`config.mk`:
```
export PLATFORM = sky130hd
export DESIGN_NAME = ptimer_trio
export DESIGN_NICKNAME = d
export VERILOG_FILES = /design/src/rtl/ptimer_pkg.sv /design/src/rtl/ptimer_prescale.sv /design/src/rtl/ptimer_chan.sv /design/src/rtl/ptimer_trio.sv
export SDC_FILE = /design/constraint.sdc
export NUM_CORES = 1
export LEC_CHECK = 0
export ABC_AREA = 0
export ABC_CLOCK_PERIOD_IN_PS = 5300
export CAP_MARGIN = 20
export CORE_UTILIZATION = 45
export CTS_CLUSTER_SIZE = 10
export DETAILED_ROUTE_END_ITERATION = 10
export GPL_TIMING_DRIVEN = 0
export PLACE_DENSITY = 0.71
export SETUP_SLACK_MARGIN = 0.2
export SYNTH_ARGS = -nofsm -noshare
export SYNTH_HDL_FRONTEND = slang
export SYNTH_SLANG_ARGS = --single-unit
export TNS_END_PERCENT = 5
```
`constraint.sdc`:
```
create_clock -name clk -period 5.3 [get_ports clk]
set_input_delay 0.53 -clock clk [delete_from_list [all_inputs] [get_ports clk]]
set_output_delay 0.53 -clock clk [all_outputs]
set_load 0.01 [all_outputs]
```
`src/rtl/ptimer_pkg.sv`:
```
package ptimer_pkg;
  typedef enum logic {
    TICK_SLOW = 1'b0,
    TICK_FAST = 1'b1
  } tick_src_e;

  localparam int unsigned DEF_SLOW_DIV = 128;
  localparam int unsigned DEF_FAST_DIV = 16;
  localparam int unsigned DEF_CNT_W    = 8;
  localparam int unsigned DEF_EVT_W    = 4;
endpackage

```
`src/rtl/ptimer_prescale.sv`:
```
module ptimer_prescale #(
  parameter int unsigned SLOW_DIV = ptimer_pkg::DEF_SLOW_DIV,
  parameter int unsigned FAST_DIV = ptimer_pkg::DEF_FAST_DIV
) (
  input  logic clk,
  input  logic por,
  output logic slow_tick,
  output logic fast_tick
);
  localparam int unsigned PW = $clog2(SLOW_DIV);
  localparam int unsigned FW = $clog2(FAST_DIV);
  localparam logic [PW-1:0] SLOW_LAST = PW'(SLOW_DIV - 1);
  localparam logic [FW-1:0] FAST_LAST = FW'(FAST_DIV - 1);

  logic [PW-1:0] pre_q;

  // Only power-on clears the base; it keeps running through everything else.
  always_ff @(posedge clk) begin
    if (por) pre_q <= '0;
    else     pre_q <= pre_q + 1'b1;
  end

  // Fast slice is the low bits of the same counter, so coarse ticks sit on fine ones.
  assign slow_tick = (pre_q == SLOW_LAST);
  assign fast_tick = (pre_q[FW-1:0] == FAST_LAST);
endmodule

```
`src/rtl/ptimer_chan.sv`:
```
module ptimer_chan #(
  parameter int unsigned CNT_W = ptimer_pkg::DEF_CNT_W,
  parameter int unsigned EVT_W = ptimer_pkg::DEF_EVT_W
) (
  input  logic             clk,
  input  logic             por,
  input  logic             srst,
  input  logic             en,
  input  logic             tick,
  input  logic             tgt_we,
  input  logic [CNT_W-1:0] tgt_din,
  input  logic             rd_clr,
  output logic [EVT_W-1:0] evt,
  output logic [CNT_W-1:0] tgt
);
  localparam logic [EVT_W-1:0] EVT_POR = '1;

  logic [CNT_W-1:0] ivl_q;
  logic [EVT_W-1:0] evt_q;
  logic [CNT_W-1:0] tgt_q;
  logic             en_q;
  logic             en_rise;
  logic [CNT_W-1:0] ivl_inc;
  logic             hit;

  assign en_rise = en & ~en_q;
  assign ivl_inc = ivl_q + 1'b1;
  assign hit     = en & tick & (ivl_inc == tgt_q);

  // Target survives soft reset.
  always_ff @(posedge clk) begin
    if (por)         tgt_q <= '0;
    else if (tgt_we) tgt_q <= tgt_din;
  end

  always_ff @(posedge clk) begin
    if (por || srst) en_q <= 1'b0;
    else             en_q <= en;
  end

  always_ff @(posedge clk) begin
    if (por || srst || en_rise) ivl_q <= '0;
    else if (en && tick)        ivl_q <= hit ? '0 : ivl_inc;
  end

  always_ff @(posedge clk) begin
    if (por)                  evt_q <= EVT_POR;
    else if (srst || en_rise) evt_q <= '0;
    else if (rd_clr)          evt_q <= EVT_W'(hit);
    else if (hit)             evt_q <= evt_q + 1'b1;
  end

  assign evt = evt_q;
  assign tgt = tgt_q;
endmodule

```
`src/rtl/ptimer_trio.sv`:
```
module ptimer_trio #(
  parameter int unsigned N_TMR    = 3,
  parameter int unsigned SLOW_DIV = ptimer_pkg::DEF_SLOW_DIV,
  parameter int unsigned FAST_DIV = ptimer_pkg::DEF_FAST_DIV,
  parameter int unsigned CNT_W    = ptimer_pkg::DEF_CNT_W,
  parameter int unsigned EVT_W    = ptimer_pkg::DEF_EVT_W,
  parameter logic [N_TMR-1:0] FAST_SEL = 3'b100
) (
  input  logic                   clk,
  input  logic                   por,
  input  logic                   srst,
  input  logic [N_TMR-1:0]       tmr_en,
  input  logic [N_TMR-1:0]       tgt_wr,
  input  logic [CNT_W-1:0]       tgt_data,
  input  logic [N_TMR-1:0]       rd_clr,
  output logic [N_TMR*EVT_W-1:0] evt_cnt
);
  import ptimer_pkg::*;

  logic                   slow_tick;
  logic                   fast_tick;
  logic [N_TMR*CNT_W-1:0] tgt_all;

  ptimer_prescale #(.SLOW_DIV(SLOW_DIV), .FAST_DIV(FAST_DIV)) u_pre (
    .clk       (clk),
    .por       (por),
    .slow_tick (slow_tick),
    .fast_tick (fast_tick)
  );

  for (genvar i = 0; i < N_TMR; i++) begin : g_chan
    localparam tick_src_e SRC = FAST_SEL[i] ? TICK_FAST : TICK_SLOW;
    logic tick_i;
    assign tick_i = (SRC == TICK_FAST) ? fast_tick : slow_tick;

    ptimer_chan #(.CNT_W(CNT_W), .EVT_W(EVT_W)) u_chan (
      .clk     (clk),
      .por     (por),
      .srst    (srst),
      .en      (tmr_en[i]),
      .tick    (tick_i),
      .tgt_we  (tgt_wr[i]),
      .tgt_din (tgt_data),
      .rd_clr  (rd_clr[i]),
      .evt     (evt_cnt[i*EVT_W +: EVT_W]),
      .tgt     (tgt_all[i*CNT_W +: CNT_W])
    );
  end
endmodule

```
==> results.yml <==
timing:
  max_freq_mhz: 383
  hold_ws_ns: 0.455
  finalMaxSlewViolations: 0
  fin_skew_ns: 0.0110
  worst_pin_slew_ns: 0.584
  finalCritPeriodShare_pct: 49.3
  max_slew_margin_pct: 61.1
  setup_viol: 0
  period_minus_slack_ns: 2.61
  timing.final.ws_setup_ns: 2.69
  tns_ns: 0
  hold_viol_final: 0
  rsz0062_at_grt: "false"
worst_setup_path:
  worstSetupPathType: "reg2reg"
  worstPathRequired_ns: 5.54
  cp-end-kind: "register"
  start_kind: "register"
  critPathMaxFanout: 8
  worstPathArrival_ns: 2.85
placement:
  place_area_um2: 4280
  post-dp-hpwl_um: 6170
  post-place-ws_ns: 2.53
  gp_congestion: 0.826
  io_buffers: 28
clock_tree:
  cts_buffer_depth: 2
  h-tree-depth: 3
  ctsHoldBuffers: 0
  clk_latency_ns: 0.35
  cts.clk_slew.worst_paths_ns: 0.08
  numCtsBuffers: 9
  post_cts_buffers: 0
  cts.sinks: 70
  cts_tree: "yes"
  post_cts_resized: 0
  root_buffer: "clkbuf_8"
floorplan:
  coreArea_um2: 8260
  die_height_um: 94.7
  die_w_um: 94.7
  io_pins: 32
  start_util_pct: 46.8
  die_area_um2: 8970
  rows: 33
status:
  status: "complete, no violations"
pwr:
  total_power_uw: 1150
  ir_worst_vdd_v: 0.000149
  p_leak_uw: 0.00166
  power_density_nw_per_um2: 256
drt:
  wl_um: 8350
  antenna_left: 0
  drc_errors: 0
  num_vias: 3392
  dr.pass1.iters: 5
  avgViaCountPerCell: 5.55
  wl_per_cell_um: 13.7
  drt-initial-drc-count: 120
synth:
  yosysTopAreaCellShare_pct: 36.2
  synth_area_um2: 3870
  syn_area_per_cell_um2: 8.35
  synth_enable_flop_cells: 0
  yosys_warnings: 0
  synthCells: 463
  ys_seq_elements: 70
  postSynth.asyncResetShare_pct: 0
  synth_largest_area_cell: "dfxtp_1"
  yosys-top-cells-area: "dfxtp_1 (36%), mux2i_1 (6.2%), nor2_1 (5.0%)"
  ys_types: 62
  yosys_most_used_dff: "dfxtp_1"
  synth_nets: 490
  ys_seq_area_share_pct: 36.2
global_routing:
  grt_pass1_vias: 3122
  overflow: 0
  antenna_found_initial: 0
  grt_pass1_wl_um: 14200
  grt_max_degree: 13
  grt_use_total_pct: 20.1
min_path:
  hp-class: "reg2reg"
cells_and_area:
  antenna_cells: 0
  drive_gt1_share_pct: 7.91
  syn2layout_area_growth_pct: 16.1
  design_area_um2: 4490
  nets: 529
job:
  cap_viol_max_count: 0
## sequential cells by signal (all words and copies together), names as in the netlist
register             cells
g_chan.u_chan.evt       12
u_pre.pre_q              7
g_chan.u_chan.tgt       24
g_chan.u_chan.en_q       3
g_chan.u_chan.ivl_q     24
## metrics by stage
stage               cells  utilization [%]
global placement      596             51.8
CTS                   611             54.4
floorplan             463                -
finish                611             54.4
detailed placement    596             51.8
global route          611             54.4
## worst max-delay path, stage by stage (launching register included)
cell and delay [ns]:
dfxtp_1 0.46, ha_1 0.33, nand3_4 0.13, or3_4 0.41, a2111oi_4 0.41, nand4_4 0.22
and4b_1 0.25, or3_1 0.29
## layer usage
layer	vias to the layer above	track usage (%)	share of wire [%]
li1	1732	-	-
met1	1586	25.5	48
met2	61	32.9	46
met3	13	3.62	3.8
met4	0	9.22	2.3
met5	-	0	0
## layout by cell type (no fill, tap or decap), drive strengths merged, types with 12 or more instances in the layout
cell type / netlist / final
a21oi: 17 / 17
buf: 14 / 14
clkbuf: 13 / 22
clkdlybuf4s50: 0 / 28
dfxtp: 70 / 70
inv: 14 / 14
mux2i: 24 / 24
nand2: 48 / 48
nand3: 33 / 33
nand4: 13 / 13
nor2: 52 / 52
o21ai: 12 / 12
xnor2: 21 / 21
## synth_stat cells, types with 6 or more instances
cell / number
mux2i_1: 24
clkbuf_1: 12
inv_1: 14
and2_1: 7
nand3_1: 31
xor2_1: 11
nand2_1: 47
or3_1: 7
nand4_1: 11
xnor2_1: 21
o21ai_0: 7
dfxtp_1: 70
nor3_1: 11
buf_2: 6
ha_1: 7
nor2_1: 52
a31oi_1: 11
a21oi_1: 17
nor2b_1: 9
## path summary, 6_finish.rpt
path,startpoint,to,slack [ns],cells after the start
worst max-delay path,g_chan[0].u_chan.ivl_q[0],g_chan[0].u_chan.evt[0],2.69,7
worst min-delay path,u_pre.pre_q[0],u_pre.pre_q[0],0.46,1
worst max register to register,g_chan[0].u_chan.ivl_q[0],g_chan[0].u_chan.evt[0],2.69,7
worst min register to register,u_pre.pre_q[0],u_pre.pre_q[0],0.46,1
## cell type report
cell class,count,area [um2]
fill,765,3770
multi-input combinational,352,2260
sequential,70,1400
timing repair buffer,28,280
buffer,27,149
tap,105,131
clock buffer,9,124
clock inverter,6,87.6
inverter,14,52.6
## power by group
| part | switching, uW | internal, uW |
|---|---|---|
| Sequential | 17.3 | 546 |
| Clock | 207 | 262 |
| Combinational | 58.3 | 60.2 |
| Total | 283 | 869 |
## cells by family after synthesis
family | share of synthesized area [%]
flip-flops | 36.2
multiplexers | 6.21
buffers and inverters | 5.21
AO/OA/AOI/OAI | 14.0
adder cells (fa/ha/maj) | 2.26
AND/OR/NAND/NOR | 28.8
XOR/XNOR | 7.25
(Power assumes the default switching activity.)
